<file path="src/rtl/rowseq_pkg.sv">
package rowseq_pkg;
  typedef enum logic [3:0] {
    S_IDLE = 4'd0, S_R1 = 4'd1, S_R2 = 4'd2, S_R3 = 4'd3, S_R4 = 4'd4,
    S_R5 = 4'd5, S_R6 = 4'd6, S_SPIN = 4'd7, S_T1 = 4'd8, S_T2 = 4'd9,
    S_T3 = 4'd10, S_DRN = 4'd11, S_HIZ = 4'd12
  } rs_state_e;

  typedef struct packed {
    logic       wr;
    logic       rf;
    logic       mrs;
    logic       pall;
    logic       pw;
    logic [2:0] tc;
  } rs_attr_t;

  function automatic logic is_sdram(input logic [2:0] tc);
    return ~tc[2];
  endfunction
endpackage

</file>
<file path="src/rtl/rs_attr_latch.sv">
module rs_attr_latch
  import rowseq_pkg::*;
#(
  parameter int AW = 32
) (
  input  logic          clk,
  input  logic          rst,
  input  logic          load_req,
  input  logic          load_attr,
  input  logic [AW-1:0] row_addr,
  input  rs_attr_t      attr_in,
  output logic [AW-1:0] addr_q,
  output rs_attr_t      attr_q,
  output rs_attr_t      attr_nxt
);
  assign attr_nxt = load_attr ? attr_in : attr_q;

  always_ff @(posedge clk) begin
    if (rst) begin
      addr_q <= '0;
      attr_q <= '0;
    end else begin
      if (load_req)  addr_q <= row_addr;
      if (load_attr) attr_q <= attr_in;
    end
  end
endmodule

</file>
<file path="src/rtl/rs_ctrl.sv">
module rs_ctrl
  import rowseq_pkg::*;
(
  input  logic      clk,
  input  logic      rst,
  input  logic      acc_start,
  input  logic      host_req,
  input  logic      abort,
  input  logic      fault_n,
  input  logic      ready_n,
  input  logic      retry_n,
  input  logic      spin_req,
  input  rs_attr_t  attr_q,
  output rs_state_e st,
  output rs_state_e nxt,
  output logic      col_go,
  output logic      faulted
);
  logic use_r5, pipe_drain, col_go_d, fault_d;

  assign use_r5     = is_sdram(attr_q.tc) | (attr_q.tc[2:1] == 2'b11);
  assign pipe_drain = attr_q.pw & attr_q.wr & (attr_q.tc[2:1] == 2'b10);

  always_comb begin
    nxt = st;
    unique case (st)
      S_IDLE: if (host_req) nxt = S_HIZ; else if (acc_start) nxt = S_R1;
      S_HIZ:  if (!host_req) nxt = S_IDLE;
      S_R1:   nxt = S_R2;
      S_R2:   nxt = S_R3;
      S_R3: begin
        if (!fault_n)                nxt = S_IDLE;
        else if (!retry_n)           nxt = S_R1;
        else if (!ready_n)           nxt = S_R3;
        else if (attr_q.tc == 3'b111) nxt = S_R4;
        else if (use_r5)             nxt = S_R5;
        else                         nxt = S_R6;
      end
      S_R4: nxt = !retry_n ? S_R1 : S_R5;
      S_R5: nxt = S_R6;
      S_R6, S_SPIN: begin
        if (!retry_n)                    nxt = S_R1;
        else if (st == S_R6 && !ready_n) nxt = S_R6;
        else if (attr_q.rf)              nxt = (attr_q.tc[2:1] == 2'b11) ? S_T1 : S_T3;
        else if (spin_req)               nxt = S_SPIN;
        else if (pipe_drain)             nxt = S_DRN;
        else                             nxt = S_IDLE;
      end
      S_T1: nxt = !retry_n ? S_R1 : ((attr_q.tc == 3'b111) ? S_T2 : S_T3);
      S_T2: nxt = !retry_n ? S_R1 : S_T3;
      S_T3: nxt = !retry_n ? S_R1 : (is_sdram(attr_q.tc) ? S_DRN : S_IDLE);
      S_DRN: nxt = S_IDLE;
      default: nxt = S_IDLE;
    endcase
    if (abort && st != S_IDLE && st != S_HIZ) nxt = S_R1;
  end

  assign col_go_d = !attr_q.rf && (nxt == S_IDLE) &&
                    (st == S_R6 || st == S_SPIN || st == S_DRN);
  assign fault_d  = (st == S_R3) && (nxt == S_IDLE);

  always_ff @(posedge clk) begin
    if (rst) begin
      st      <= S_IDLE;
      col_go  <= 1'b0;
      faulted <= 1'b0;
    end else begin
      st      <= nxt;
      col_go  <= col_go_d;
      faulted <= fault_d;
    end
  end

  // the extra column state is only reached with a latched 111 code
  a_r5_r4_code: assert property (@(posedge clk) disable iff (rst)
    st == S_R4 |-> attr_q.tc == 3'b111);
  // ready low holds the third row state
  a_r8_ready_hold: assert property (@(posedge clk) disable iff (rst)
    (st == S_R3 && !ready_n && fault_n && retry_n && !abort) |=> st == S_R3);
  // a fault ends in idle with the fault pulse
  a_r4_fault_idle: assert property (@(posedge clk) disable iff (rst)
    (st == S_R3 && !fault_n && !abort) |=> (faulted && st == S_IDLE));
  // abort restarts at the first row state
  a_r12_abort: assert property (@(posedge clk) disable iff (rst)
    (abort && st != S_IDLE && st != S_HIZ) |=> st == S_R1);
  // handoff and fault pulses are exclusive
  a_r9_pulse_excl: assert property (@(posedge clk) disable iff (rst)
    $onehot0({col_go, faulted}));
endmodule

</file>
<file path="src/rtl/rs_outdec.sv">
module rs_outdec
  import rowseq_pkg::*;
#(
  parameter int SW   = 6,
  parameter int NCAS = 4
) (
  input  logic            clk,
  input  logic            rst,
  input  rs_state_e       st,
  input  rs_state_e       nxt,
  input  rs_attr_t        attr,
  input  logic [SW-1:0]   cyc_code,
  input  logic [SW-1:0]   act_code,
  output logic [SW-1:0]   stat_o,
  output logic            row_lat_n,
  output logic            dir_out,
  output logic            buf_en_n,
  output logic            ras_n,
  output logic [NCAS-1:0] cas_n,
  output logic            we_n,
  output logic            pin_oe
);
  logic ras_d, cas_d, we_d, ben_d, rl_d, dir_d, sd, hold_we, hold_cas, in_row, in_data;

  assign sd       = is_sdram(attr.tc);
  assign hold_we  = ~sd & attr.wr;
  assign hold_cas = ~sd & attr.rf;
  assign in_row   = (nxt >= S_R2) && (nxt <= S_DRN);
  assign in_data  = (nxt >= S_R3) && (nxt <= S_DRN);

  always_comb begin
    ras_d = 1'b1;
    cas_d = 1'b1;
    we_d  = 1'b1;
    rl_d  = ~in_row;
    dir_d = in_row & attr.wr;
    ben_d = ~in_data;
    unique case (nxt)
      S_R3, S_R4: begin
        we_d  = ~hold_we;
        cas_d = ~hold_cas;
      end
      S_R5: begin
        ras_d = 1'b0;
        we_d  = ~(hold_we | attr.pall | attr.mrs);
        cas_d = ~(hold_cas | attr.mrs | (sd & attr.rf));
      end
      S_R6, S_SPIN, S_T1, S_T2, S_T3: begin
        if (!sd) begin
          ras_d = 1'b0;
          we_d  = ~attr.wr;
          cas_d = ~attr.rf;
        end
      end
      S_DRN: begin
        ras_d = 1'b0;
        we_d  = 1'b0;
        cas_d = sd;
      end
      default: ;
    endcase
  end

  always_ff @(posedge clk) begin
    if (rst) begin
      stat_o    <= '0;
      row_lat_n <= 1'b1;
      dir_out   <= 1'b0;
      buf_en_n  <= 1'b1;
      ras_n     <= 1'b1;
      we_n      <= 1'b1;
      pin_oe    <= 1'b1;
    end else begin
      if (nxt == S_T1 || nxt == S_T2 || nxt == S_T3) stat_o <= act_code;
      else if (nxt == S_R1)                          stat_o <= cyc_code;
      row_lat_n <= rl_d;
      dir_out   <= dir_d;
      buf_en_n  <= ben_d;
      ras_n     <= ras_d;
      we_n      <= we_d;
      pin_oe    <= (nxt != S_HIZ);
    end
  end

  for (genvar g = 0; g < NCAS; g++) begin : g_cas
    always_ff @(posedge clk) begin
      if (rst) cas_n[g] <= 1'b1;
      else     cas_n[g] <= cas_d;
    end
  end

  // pins float while the host owns the bus
  a_r13_float: assert property (@(posedge clk) disable iff (rst)
    st == S_HIZ |-> !pin_oe);
  // first row state keeps every strobe inactive
  a_r2_r1_quiet: assert property (@(posedge clk) disable iff (rst)
    st == S_R1 |-> (ras_n && we_n && (&cas_n) && buf_en_n));
  // row strobe is driven in the fifth state
  a_r6_r5_ras: assert property (@(posedge clk) disable iff (rst)
    st == S_R5 |-> !ras_n);
endmodule

</file>
<file path="src/rtl/row_phase_seq.sv">
module row_phase_seq
  import rowseq_pkg::*;
#(
  parameter int AW   = 32,
  parameter int SW   = 6,
  parameter int NCAS = 4
) (
  input  logic            clk,
  input  logic            rst,
  input  logic            acc_start,
  input  logic            host_req,
  input  logic            abort,
  input  logic [AW-1:0]   row_addr,
  input  logic [SW-1:0]   cyc_code,
  input  logic [SW-1:0]   act_code,
  input  logic            is_write,
  input  logic            is_refresh,
  input  logic            is_mrs,
  input  logic            is_pall,
  input  logic            is_pipe,
  input  logic [2:0]      tcode,
  input  logic            fault_n,
  input  logic            ready_n,
  input  logic            retry_n,
  input  logic            spin_req,
  output logic [AW-1:0]   addr_o,
  output logic [SW-1:0]   stat_o,
  output logic            row_lat_n,
  output logic            dir_out,
  output logic            buf_en_n,
  output logic            ras_n,
  output logic [NCAS-1:0] cas_n,
  output logic            we_n,
  output logic            pin_oe,
  output logic            col_go,
  output logic            faulted,
  output logic [3:0]      state_o
);
  rs_state_e st, nxt;
  rs_attr_t  attr_in, attr_q, attr_nxt;

  assign attr_in = '{wr: is_write, rf: is_refresh, mrs: is_mrs,
                     pall: is_pall, pw: is_pipe, tc: tcode};
  assign state_o = st;

  rs_attr_latch #(.AW(AW)) u_latch (
    .clk(clk), .rst(rst),
    .load_req(nxt == S_R1), .load_attr(st == S_R1),
    .row_addr(row_addr), .attr_in(attr_in),
    .addr_q(addr_o), .attr_q(attr_q), .attr_nxt(attr_nxt)
  );

  rs_ctrl u_ctrl (
    .clk(clk), .rst(rst), .acc_start(acc_start), .host_req(host_req),
    .abort(abort), .fault_n(fault_n), .ready_n(ready_n), .retry_n(retry_n),
    .spin_req(spin_req), .attr_q(attr_q), .st(st), .nxt(nxt),
    .col_go(col_go), .faulted(faulted)
  );

  rs_outdec #(.SW(SW), .NCAS(NCAS)) u_out (
    .clk(clk), .rst(rst), .st(st), .nxt(nxt), .attr(attr_nxt),
    .cyc_code(cyc_code), .act_code(act_code), .stat_o(stat_o),
    .row_lat_n(row_lat_n), .dir_out(dir_out), .buf_en_n(buf_en_n),
    .ras_n(ras_n), .cas_n(cas_n), .we_n(we_n), .pin_oe(pin_oe)
  );
endmodule

</file>
<file path="config.mk">
export PLATFORM = sky130hd
export DESIGN_NAME = row_phase_seq
export DESIGN_NICKNAME = d
export VERILOG_FILES = /design/src/rtl/rowseq_pkg.sv /design/src/rtl/rs_attr_latch.sv /design/src/rtl/rs_ctrl.sv /design/src/rtl/rs_outdec.sv /design/src/rtl/row_phase_seq.sv
export SDC_FILE = /design/constraint.sdc
export NUM_CORES = 1
export LEC_CHECK = 0
export BUFFER_PORTS_ARGS = -buffer_cell sky130_fd_sc_hd__buf_2
export CORE_MARGIN = 2
export CORE_UTILIZATION = 51
export DETAILED_ROUTE_END_ITERATION = 10
export PLACE_DENSITY = 0.84
export SLEW_MARGIN = 10
export SYNTH_ARGS = -nofsm -noshare
export SYNTH_HDL_FRONTEND = slang
export SYNTH_SLANG_ARGS = --single-unit
</file>
<file path="constraint.sdc">
create_clock -name clk -period 5.2 [get_ports clk]
set_input_delay 0.26 -clock clk [delete_from_list [all_inputs] [get_ports clk]]
set_output_delay 0.26 -clock clk [all_outputs]
set_load 0.05 [all_outputs]
</file>
* Yosys cells after proc, flatten, opt, wreduce, memory -nomap -nowiden *
Cells that the tools add are included.

operators by class
  magnitude comparators = 3
  eq/ne operators = 27
  muxes and demuxes = 31
  bitwise gates (word level) = 21
  reduce and logical (&&, ||, !) cells = 22

operator list
  operator                                             count
  two-way mux 4 bit                                    17
  case mux 4 bit (11 select lines)                     1
  == test 4 bit, second input constant                 9
  == test 4 x 3 -> 1 bit, second input constant        8
  == test 4 x 2 -> 1 bit, second input constant        3
  two-way mux 6 bit                                    2
  NOT 1 bit                                            10
  == test 4 x 1 -> 1 bit, second input constant        2
  >= comparator 4 x 2 -> 1 bit, second input constant  2
  logical AND 1 bit                                    8
  zero test 4 bit                                      2
  two-way mux 8 bit                                    1
  != test 4 bit, second input constant                 2
  case mux 1 bit (4 select lines)                      2
  bitwise AND 1 bit                                    6
  two-way mux 2 bit                                    3
  OR reduction 2 bit                                   3
  bitwise OR 1 bit                                     5
  OR reduction 5 bit                                   1
  == test 2 bit, second input constant                 2
  <= comparator 4 bit, second input constant           1
  logical OR 1 bit                                     4
  nonzero test 4 bit                                   1
  == test 3 bit, second input constant                 1
  other kinds (5)                                      8

storage, ports and cells
  bits in registers = 59
  input bits = 61
  output and inout bits = 54
  logic and storage cells = 123

* Logic depth before layout (Yosys ltp) *
Gate-level depths: netlist of run 1.

  depth in word-level cells = 13
  depth in mapped cells = 11
  depth with buffers taken out = 7

* By module *
Synthesis of run 1 repeated with hierarchy kept, for this count alone.

unflattened totals
  cell total of the unflattened synthesis = 306
  area, all modules = 3001.6 µm²

modules (own cells, without submodules)
  module         instances  cells an instance  area an instance (µm²)  sequential area each (µm²)
  rs_attr_latch  1          129                1554.0                  800.8
  rs_ctrl        1          94                 733.2                   120.1
  rs_outdec      1          81                 684.4                   260.2
  row_phase_seq  1          2                  30.0                    0.0

* Least setup slack after synthesis of run 1 *
No wires, ideal clock.

  path kind = flip-flop to flip-flop
  start = register u_ctrl.st[2]
  end = register u_latch.addr_q[12]
  library setup time = 0.128 ns
  arrival = 2.407 ns
  data required time = 5.072 ns
  slack = 2.665 ns
  stages on the path, launching flop included = 11
  path buffers = 3
  period minus slack after synthesis = 2.535 ns
  cell sequence = dfxtp_1 -> buf_2 -> nor4b_1 -> a211oi_1 -> o221a_4 -> nand4_2 -> a21oi_2 -> buf_6 -> buf_6 -> mux2i_1 -> nor2_1

on the way
  longest elaborated chain between the ends = 7
  elaborated cells between the ends (all ways) = 26
  those cells by class = eq/ne (13); mux (7); reduce/logical (6)

ends and longest elaborated chain
  element                           line                          source
  start, declared                   rs_ctrl.sv:14                 output rs_state_e st,
  start signal, assigned            rs_ctrl.sv:68                 st <= nxt;
  == test 4 x 3 -> 1 bit            rs_ctrl.sv:26, rs_ctrl.sv:43
  logical AND 1 bit                 rs_ctrl.sv:43                 else if (st == S_R6 && !ready_n) nxt = S_R6;
  two-way mux 4 bit                 rs_ctrl.sv:43
  two-way mux 4 bit                 rs_ctrl.sv:42                 if (!retry_n) nxt = S_R1;
  case mux 4 bit (11 select lines)  rs_ctrl.sv:26                 unique case (st)
  two-way mux 4 bit (*)             rs_ctrl.sv:55                 if (abort && st != S_IDLE && st != S_HIZ) nxt = S_R1;
  == test 4 x 1 -> 1 bit (*)        row_phase_seq.sv:48           .load_req(nxt == S_R1), .load_attr(st == S_R1),
  end signal, assigned              rs_attr_latch.sv:23           if (load_req) addr_q <= row_addr;
  end, declared                     rs_attr_latch.sv:12           output logic [AW-1:0] addr_q,

Mark *: on every way between the ends. The rest lies on a longest branch, timed or not.
A chain may end at the register's enable or synchronous reset.

* Worst setup path after layout of run 1 *
  start = register u_ctrl.st[0]
  end = register u_latch.addr_q[0]

The elaborated chain is that of the path after synthesis.

==> results of run 1 <==
layout make-up:
cell class | count | area (µm²) | area share (%)
inverters | 5 | 18.8 | 0.540
multi-input cells | 200 | 1410 | 40.5
clock buffers | 12 | 155 | 4.46
flip-flops and latches | 59 | 1180 | 34.0
repair buffers | 115 | 578 | 16.6
well taps | 70 | 87.6 | 2.52
clock inverters | 4 | 48.8 | 1.40
metrics by stage:
step	hold slack, ns	setup WS (ns)
2_1_floorplan	0.377	2.66
3_3_place_gp	0.460	2.01
3_5_place_dp	0.468	1.97
4_1_cts	0.110	1.97
5_1_grt	0.117	1.70
6_report	0.128	1.92
cell families (layout without fill, tap and decap cells):
group / count (synthesis) / in the layout / synth area share, %
muxes: 47 / 47 / 17.2
and+or+nand+nor: 99 / 99 / 18.3
xor gates and xnor gates: 1 / 1 / 0.321
DFF: 59 / 59 / 43.2
buffers and inverters: 25 / 136 / 5.50
AOI/OAI and AO/OA: 53 / 53 / 15.4
sequential cells by signal, indices dropped and copies added (netlist names), 4 cells and up:
signal,count
u_latch.addr_q,32
u_latch.attr_q,8
u_out.stat_o,6
u_ctrl.st,4
critical path: cells and delay by family (launching register included):
family,cells,cell delay (ns)
compound gates,3,1.03
buf+inv,1,0.47
flops,1,0.65
mux,1,0.28
simple gates,3,0.69
layer usage:
metal | track usage, % | up-vias
met5 | 0 | -
met4 | 12.9 | 0
met2 | 40.1 | 109
met3 | 5.88 | 20
li1 | - | 1231
met1 | 27.9 | 1156
cell usage after synthesis, types with 2 or more instances:
master / count / area [µm²]
dfxtp_1: 59 / 1180
nor2_1: 54 / 203
mux2i_1: 47 / 470
nand2_1: 9 / 33.8
a21oi_1: 8 / 40.0
buf_2: 6 / 30.0
o21ai_0: 6 / 30.0
o2bb2ai_1: 6 / 52.6
buf_4: 5 / 37.5
inv_1: 5 / 18.8
nor3_1: 5 / 25.0
a211oi_1: 4 / 30.0
and2_1: 4 / 25.0
buf_6: 4 / 45.0
clkbuf_1: 4 / 15.0
a31oi_1: 3 / 18.8
and3_1: 3 / 18.8
nand2b_1: 3 / 18.8
nand3_1: 3 / 15.0
nor2b_1: 3 / 18.8
o211ai_1: 3 / 22.5
o21a_1: 3 / 22.5
or3_1: 3 / 18.8
and4b_1: 2 / 20.0
nand4_1: 2 / 12.5
o31ai_1: 2 / 15.0
placed cells by master, fill, tap and decap left out, types with 2 or more instances in the layout:
cell type	Yosys	final
nor2_1	54	54
and3_1	3	3
dfxtp_1	59	59
mux2i_1	47	47
o31ai_1	2	2
o21ai_0	6	6
a31oi_1	3	3
buf_2	6	114
clkbuf_8	0	11
and4b_1	2	2
clkinv_2	0	2
o2bb2ai_1	6	6
a211oi_1	4	4
nor3_1	5	5
nor2b_1	3	3
and2_1	4	4
o21a_1	3	3
nand2b_1	3	3
o211ai_1	3	3
a21oi_1	8	8
nand3_1	3	3
or3_1	3	3
nand2_1	9	9
inv_1	5	5
nand4_1	2	2
worst paths after layout:
| check | start | endpoint | slack, ns |
|---|---|---|---|
| min | act_code[0] | u_out.stat_o[0] | 0.13 |
| min reg2reg | u_latch.addr_q[22] | u_latch.addr_q[22] | 0.49 |
| max reg2reg | u_ctrl.st[0] | u_latch.addr_q[0] | 1.92 |
| max | u_ctrl.st[0] | u_latch.addr_q[0] | 1.92 |
==> flow_metrics.py, run 1 <==
metrics = {
    "status": {
        "status": "complete, no violations",
    },
    "floorplanning": {
        "initial_core_util_pct": 53.1,
        "core_area_mm2": 0.00514,
        "die_w_um": 77.2,
        "fp-row-count": 26,
        "die_area_mm2": 0.00596,
        "die_y_um": 77.2,
        "ios": 115,
    },
    "min_path": {
        "hold_class": "in -> reg",
        "hold_depth": 2,
    },
    "detailed_routing": {
        "wl_met2_um": 3470,
        "wirelength_um": 6910,
        "first_iter_violations": 102,
        "viasPerCell": 5.41,
        "routed.top_layer": "met4",
        "wl_per_cell_um": 14.9,
        "wl_met1_um": 2790,
        "remaining_drc_errors": 0,
        "ant_nets": 0,
        "met3_length_um": 439,
        "first_pass_iters": 4,
        "routed-via-count": 2516,
    },
    "yosys": {
        "synth_cell_type_count": 54,
        "syn_inst": 284,
        "synth_edf_count": 0,
        "synth_ff_type": "dfxtp_1",
        "syn-num-nets": 345,
        "ys_seq_area_share_pct": 43.2,
        "avgSynthCellArea_um2": 9.62,
        "ys.warnings.count": 0,
        "async_reset_ff_share_pct": 0,
        "syn-cell-area_mm2": 0.00273,
        "ys_ff_latch": 59,
    },
    "sta": {
        "fin_crit_sh_pct": 63.0,
        "report.final.slew_viol_count": 0,
        "relSlewSlack_pct": 31.1,
        "finalHoldViolations": 0,
        "tightest_slew_ns": 1.03,
        "rsz0062_at_grt": "no",
        "final.setup.tns_ns": 0,
        "period_needed_ns": 3.28,
        "setup_viol": 0,
        "clock_skew_ns": 0.00932,
        "fmax_mhz": 305,
    },
    "place": {
        "dpl_cell_area_mm2": 0.00327,
        "place.gp.congestion": 0.867,
        "port_buffers": 114,
        "dpl.cell_count": 449,
        "place_hpwl_um": 5090,
    },
    "clock_network": {
        "ctsLongestPathBuffers": 2,
        "worstSkewPairLatency_ns": 0.33,
        "post_cts_buffers": 0,
        "cts_root_buffer": "clkbuf_8",
        "htree_levels": 3,
        "cts_sinks": 59,
        "cts_resized": 0,
        "cts_tree": "done",
        "cts_buffers": 9,
        "ctsHoldBuffers": 0,
        "clk_pin_slew_ns": 0.06,
    },
    "critical_path": {
        "required_ns": 5.39,
        "cp_slowest_cell": "dfxtp_1",
        "critPathMaxStageDelay_ns": 0.65,
        "worstPathMaxFanout": 22,
        "path_cells": "or3b_4 > a211o_1 > o211ai_1 > nor3_4 > a21oi_4 > buf_4 > mux2i_1 > nor2_1",
        "worstSetupStartpointType": "register",
        "crit_type": "reg -> reg",
        "arrival_ns": 3.47,
        "crit_path_end_kind": "register",
        "reg2reg_depth": 8,
    },
    "finish": {
        "drive_above_1_share_pct": 36.2,
        "n_fill_cell": 439,
        "final_util_pct": 67.6,
        "fin_area_mm2": 0.00348,
        "area_growth_pct": 27.3,
        "nets": 451,
        "fin_cells": 465,
        "diodes": 0,
    },
    "global_routing": {
        "antenna_found_initial": 0,
        "grtUsageTotal_pct": 23.9,
        "grt-ovfl-total": 0,
        "grt_max_degree": 44,
        "grt_pass1_vias": 2393,
        "grt_pass1_wl_um": 11300,
    },
    "run": {
        "cap_violations": 0,
    },
}
Power of run 1 is left out: the tool's default activity adds up to more than one toggle a clock period on the data nets, which glitch-free logic cannot reach.
==> run 2: changes to the inputs <==
--- a/config.mk
+++ b/config.mk
@@ -7,9 +7,9 @@
 export LEC_CHECK = 0
 export BUFFER_PORTS_ARGS = -buffer_cell sky130_fd_sc_hd__buf_2
 export CORE_MARGIN = 2
-export CORE_UTILIZATION = 51
+export CORE_UTILIZATION = 48
 export DETAILED_ROUTE_END_ITERATION = 10
-export PLACE_DENSITY = 0.84
+export PLACE_DENSITY = 0.8
 export SLEW_MARGIN = 10
 export SYNTH_ARGS = -nofsm -noshare
 export SYNTH_HDL_FRONTEND = slang
==> constraint.sdc (replaced) <==
create_clock -name clk -period 3.05 [get_ports clk]
set_input_delay 0.1525 -clock clk [delete_from_list [all_inputs] [get_ports clk]]
set_output_delay 0.1525 -clock clk [all_outputs]
set_load 0.05 [all_outputs]
==> flow_metrics.py, run 2 (synthesis gave the netlist of run 1 again) <==
metrics = {
    "run": {
        "cap_violations": 0,
    },
    "finish": {
        "n_fill_cell": 465,
        "multi_input_area_mm2": 0.00141,
        "diodes": 0,
        "drive_above_1_share_pct": 37.3,
        "top_register": "u_latch.addr_q",
        "layout_common_cells": "buf_2 (114), dfxtp_1 (59), nor2_1 (54)",
        "largest_registers": "u_latch.addr_q: 32 flops, u_latch.attr_q: 8 flops, u_out.stat_o: 6 flops",
        "area_growth_pct": 28.8,
        "final_common_cell": "buf_2",
        "register_area_mm2": 0.00118,
        "nets": 456,
        "largest_reg_flops": 32,
    },
    "floorplanning": {
        "core_area_mm2": 0.00551,
        "ios": 115,
        "fp-row-count": 27,
        "die_w_um": 79.4,
        "initial_core_util_pct": 49.6,
        "die_y_um": 79.4,
        "die_area_mm2": 0.00631,
    },
    "status": {
        "status": "complete, no violations",
    },
    "clock_network": {
        "cts_tree": "done",
        "ctsLongestPathBuffers": 2,
        "cts_resized": 0,
        "ctsHoldBuffers": 0,
        "cts_sinks": 59,
        "htree_levels": 3,
        "post_cts_buffers": 0,
        "cts_buffers": 9,
        "cts_root_buffer": "clkbuf_8",
        "worstSkewPairLatency_ns": 0.33,
        "clk_pin_slew_ns": 0.07,
    },
    "sta": {
        "period_needed_ns": 2.65,
        "clock_skew_ns": 0.00795,
        "final.setup.tns_ns": 0,
        "finalHoldViolations": 0,
        "setup_viol": 0,
        "tightest_slew_ns": 0.660,
        "rsz0062_at_grt": "no",
        "relSlewSlack_pct": 55.6,
        "report.final.slew_viol_count": 0,
        "fmax_mhz": 377,
        "fin_crit_sh_pct": 86.9,
    },
    "critical_path": {
        "crit_buf_inv": 0,
        "critPathMaxStageDelay_ns": 0.66,
        "path_cells": "or3b_4 > a2111o_1 > o221a_2 > and2_1 > o21ai_4 > nor3_1 > o2bb2ai_1",
        "arrival_ns": 2.85,
        "cp_slowest_cell": "dfxtp_1",
        "worstSetupStartpointType": "register",
        "crit_type": "reg -> reg",
        "crit_path_end_kind": "register",
        "required_ns": 3.25,
        "cpLargestDelayFamily": "compound AO/OA/AOI/OAI gates",
        "worstPathMaxFanout": 17,
    },
    "min_path": {
        "hold_class": "in -> reg",
    },
    "detailed_routing": {
        "remaining_drc_errors": 0,
        "viasPerCell": 5.25,
        "first_pass_iters": 4,
        "wl_per_cell_um": 14.3,
        "first_iter_violations": 111,
        "ant_nets": 0,
        "wirelength_um": 6740,
        "routed-via-count": 2476,
    },
    "global_routing": {
        "grt_pass1_vias": 2363,
        "antenna_found_initial": 0,
        "grt_pass1_wl_um": 10600,
        "grtUsageTotal_pct": 21.5,
        "grt-ovfl-total": 0,
        "grt_max_degree": 44,
    },
    "place": {
        "port_buffers": 114,
        "place_hpwl_um": 5060,
        "place.gp.congestion": 0.949,
    },
}
[run 2: cell type report]
| type | instances | area share [%] |
|---|---|---|
| timing repair buffer | 120 | 17.9 |
| inverter | 5 | 0.533 |
| clock inverter | 7 | 1.96 |
| tap | 72 | 2.56 |
| clock buffer | 9 | 3.52 |
| sequential | 59 | 33.6 |
| multi-input combinational | 200 | 40.0 |
[run 2: metrics by stage]
step / util, % / instances / area (µm²) / hold WS [ns] / setup WS (ns)
after global routing: 63.9 / 472 / 3520 / 0.0211 / 0.0993
after global placement: 60.4 / 456 / 3330 / 0.353 / 0.533
after CTS: 63.9 / 472 / 3520 / 0.0147 / 0.414
after detailed placement: 60.4 / 456 / 3330 / 0.362 / 0.428
final: 63.9 / 472 / 3520 / 0.0253 / 0.400
after floorplan: - / 284 / 2730 / 0.269 / 0.515
[run 2: final timing paths]
path                startpoint           endpoint  slack [ns]  cells past startpoint
max               u_ctrl.st[0]    u_out.stat_o[5]        0.40                      7
min                act_code[3]    u_out.stat_o[3]        0.03                      2
max reg2reg       u_ctrl.st[0]    u_out.stat_o[5]        0.40                      7
min reg2reg  u_latch.addr_q[8]  u_latch.addr_q[8]        0.49                      2
[run 2: worst register-to-register path, delay by kind of cell (launching register included)]
family / cells / cell delay, ns
compound gates: 4 / 0.96
flops: 1 / 0.66
simple gates: 3 / 0.91
[run 2: per-layer routing]
metal  vias up  global-route usage [%]  part of all wire, %
met2        91                    36.4                   49
met1      1135                    25.2                   42
li1       1236                       -                    -
met5         -                       0                    0
met4         0                    9.48                  2.2
met3        14                    6.00                  6.7
Power of run 2 is left out for the same reason.
==> run 3: changes to the inputs <==
--- a/config.mk
+++ b/config.mk
@@ -9,7 +9,7 @@
 export CORE_MARGIN = 2
 export CORE_UTILIZATION = 48
 export DETAILED_ROUTE_END_ITERATION = 10
-export PLACE_DENSITY = 0.8
+export PLACE_DENSITY = 0.91
 export SLEW_MARGIN = 10
 export SYNTH_ARGS = -nofsm -noshare
 export SYNTH_HDL_FRONTEND = slang
==> flow_metrics.py, run 3 (synthesis gave the netlist of run 1 again) <==
metrics = {
    "clock_network": {
        "cts_buffers": 9,
        "cts_resized": 0,
        "cts_root_buffer": "clkbuf_8",
        "worstSkewPairLatency_ns": 0.33,
        "htree_levels": 3,
        "cts_tree": "done",
        "clk_pin_slew_ns": 0.07,
        "post_cts_buffers": 0,
        "cts_sinks": 59,
        "ctsHoldBuffers": 0,
        "ctsLongestPathBuffers": 2,
    },
    "critical_path": {
        "reg2reg_depth": 7,
        "required_ns": 3.30,
        "path_cells": "nor2_1 > a221oi_1 > o221a_2 > and2_1 > o21ai_4 > nor3_1 > o2bb2ai_1",
        "crit_cells": 7,
        "arrival_ns": 2.91,
        "crit_buf_inv": 0,
        "critPathMaxStageDelay_ns": 0.66,
        "cp_slowest_cell": "dfxtp_1",
        "worstPathMaxFanout": 17,
        "worstSetupStartpointType": "register",
        "crit_type": "reg -> reg",
        "cpLargestDelayFamily": "simple AND/OR/NAND/NOR gates",
        "crit_path_end_kind": "register",
    },
    "place": {
        "place_hpwl_um": 5200,
        "dp_slack_ns": 0.438,
        "dpl_cell_area_mm2": 0.00332,
        "place.gp.congestion": 0.982,
        "port_buffers": 114,
    },
    "floorplanning": {
        "die_y_um": 79.4,
        "die_w_um": 79.4,
        "core_area_mm2": 0.00551,
        "die_area_mm2": 0.00631,
        "fp-row-count": 27,
        "ios": 115,
        "initial_core_util_pct": 49.6,
    },
    "sta": {
        "fin_crit_sh_pct": 87.2,
        "report.final.slew_viol_count": 0,
        "final.setup.tns_ns": 0,
        "rsz0062_at_grt": "no",
        "fmax_mhz": 376,
        "setup_ws_ns": 0.392,
        "relSlewSlack_pct": 47.7,
        "clock_skew_ns": 0.0119,
        "setup_viol": 0,
        "tightest_slew_ns": 0.784,
        "finalHoldViolations": 0,
        "period_needed_ns": 2.66,
    },
    "finish": {
        "nets": 455,
        "top_register": "u_latch.addr_q",
        "largest_registers": "u_latch.addr_q: 32 flops, u_latch.attr_q: 8 flops, u_out.stat_o: 6 flops",
        "area_growth_pct": 28.9,
        "largest_reg_flops": 32,
        "final_common_cell": "buf_2",
        "diodes": 0,
        "fin_area_mm2": 0.00352,
        "layout_common_cells": "buf_2 (114), dfxtp_1 (59), nor2_1 (54)",
        "drive_above_1_share_pct": 37.1,
    },
    "detailed_routing": {
        "remaining_drc_errors": 0,
        "wirelength_um": 6820,
        "ant_nets": 0,
        "routed-via-count": 2515,
        "first_pass_iters": 5,
        "first_iter_violations": 173,
        "wl_per_cell_um": 14.5,
        "viasPerCell": 5.34,
    },
    "global_routing": {
        "antenna_found_initial": 0,
        "grt_pass1_wl_um": 10600,
        "grt_max_degree": 44,
        "grt_pass1_vias": 2316,
        "grtUsageTotal_pct": 21.1,
        "grt-ovfl-total": 0,
    },
    "min_path": {
        "hold_class": "in -> reg",
        "hold_depth": 2,
    },
    "run": {
        "cap_violations": 0,
    },
    "status": {
        "status": "complete, no violations",
    },
}
run 3: layout make-up:
type / count / area (µm²)
clock buffers: 9 / 124
multi-input cells: 200 / 1410
clock inverters: 7 / 77.6
inverters: 5 / 18.8
well taps: 72 / 90.1
fillers: 444 / 1990
repair buffers: 119 / 621
flip-flops and latches: 59 / 1180
run 3: final timing paths:
check             slack (ns)          startpoint                  to
setup / recovery        0.39        u_ctrl.st[0]     u_out.stat_o[3]
hold / removal          0.03         act_code[2]     u_out.stat_o[2]
setup reg to reg        0.39        u_ctrl.st[0]     u_out.stat_o[3]
hold reg to reg         0.49  u_latch.addr_q[31]  u_latch.addr_q[31]
run 3: metrics by stage:
stage	utilization [%]	std cells	hold slack, ns
2_1_floorplan	-	284	0.269
3_3_place_gp	60.3	455	0.354
3_5_place_dp	60.3	455	0.362
4_1_cts	63.9	471	0.0185
5_1_grt	63.9	471	0.0216
6_report	63.9	471	0.0338
run 3: layer usage:
layer	part of all wire, %	wire length [µm]	vias up	GRT usage (%)
li1	-	-	1234	-
met1	41	2810	1178	25.1
met2	52	3510	92	37.1
met3	5.4	366	11	4.07
met4	1.8	122	0	8.28
met5	0	0	-	0
Power of run 3 is left out for the same reason.
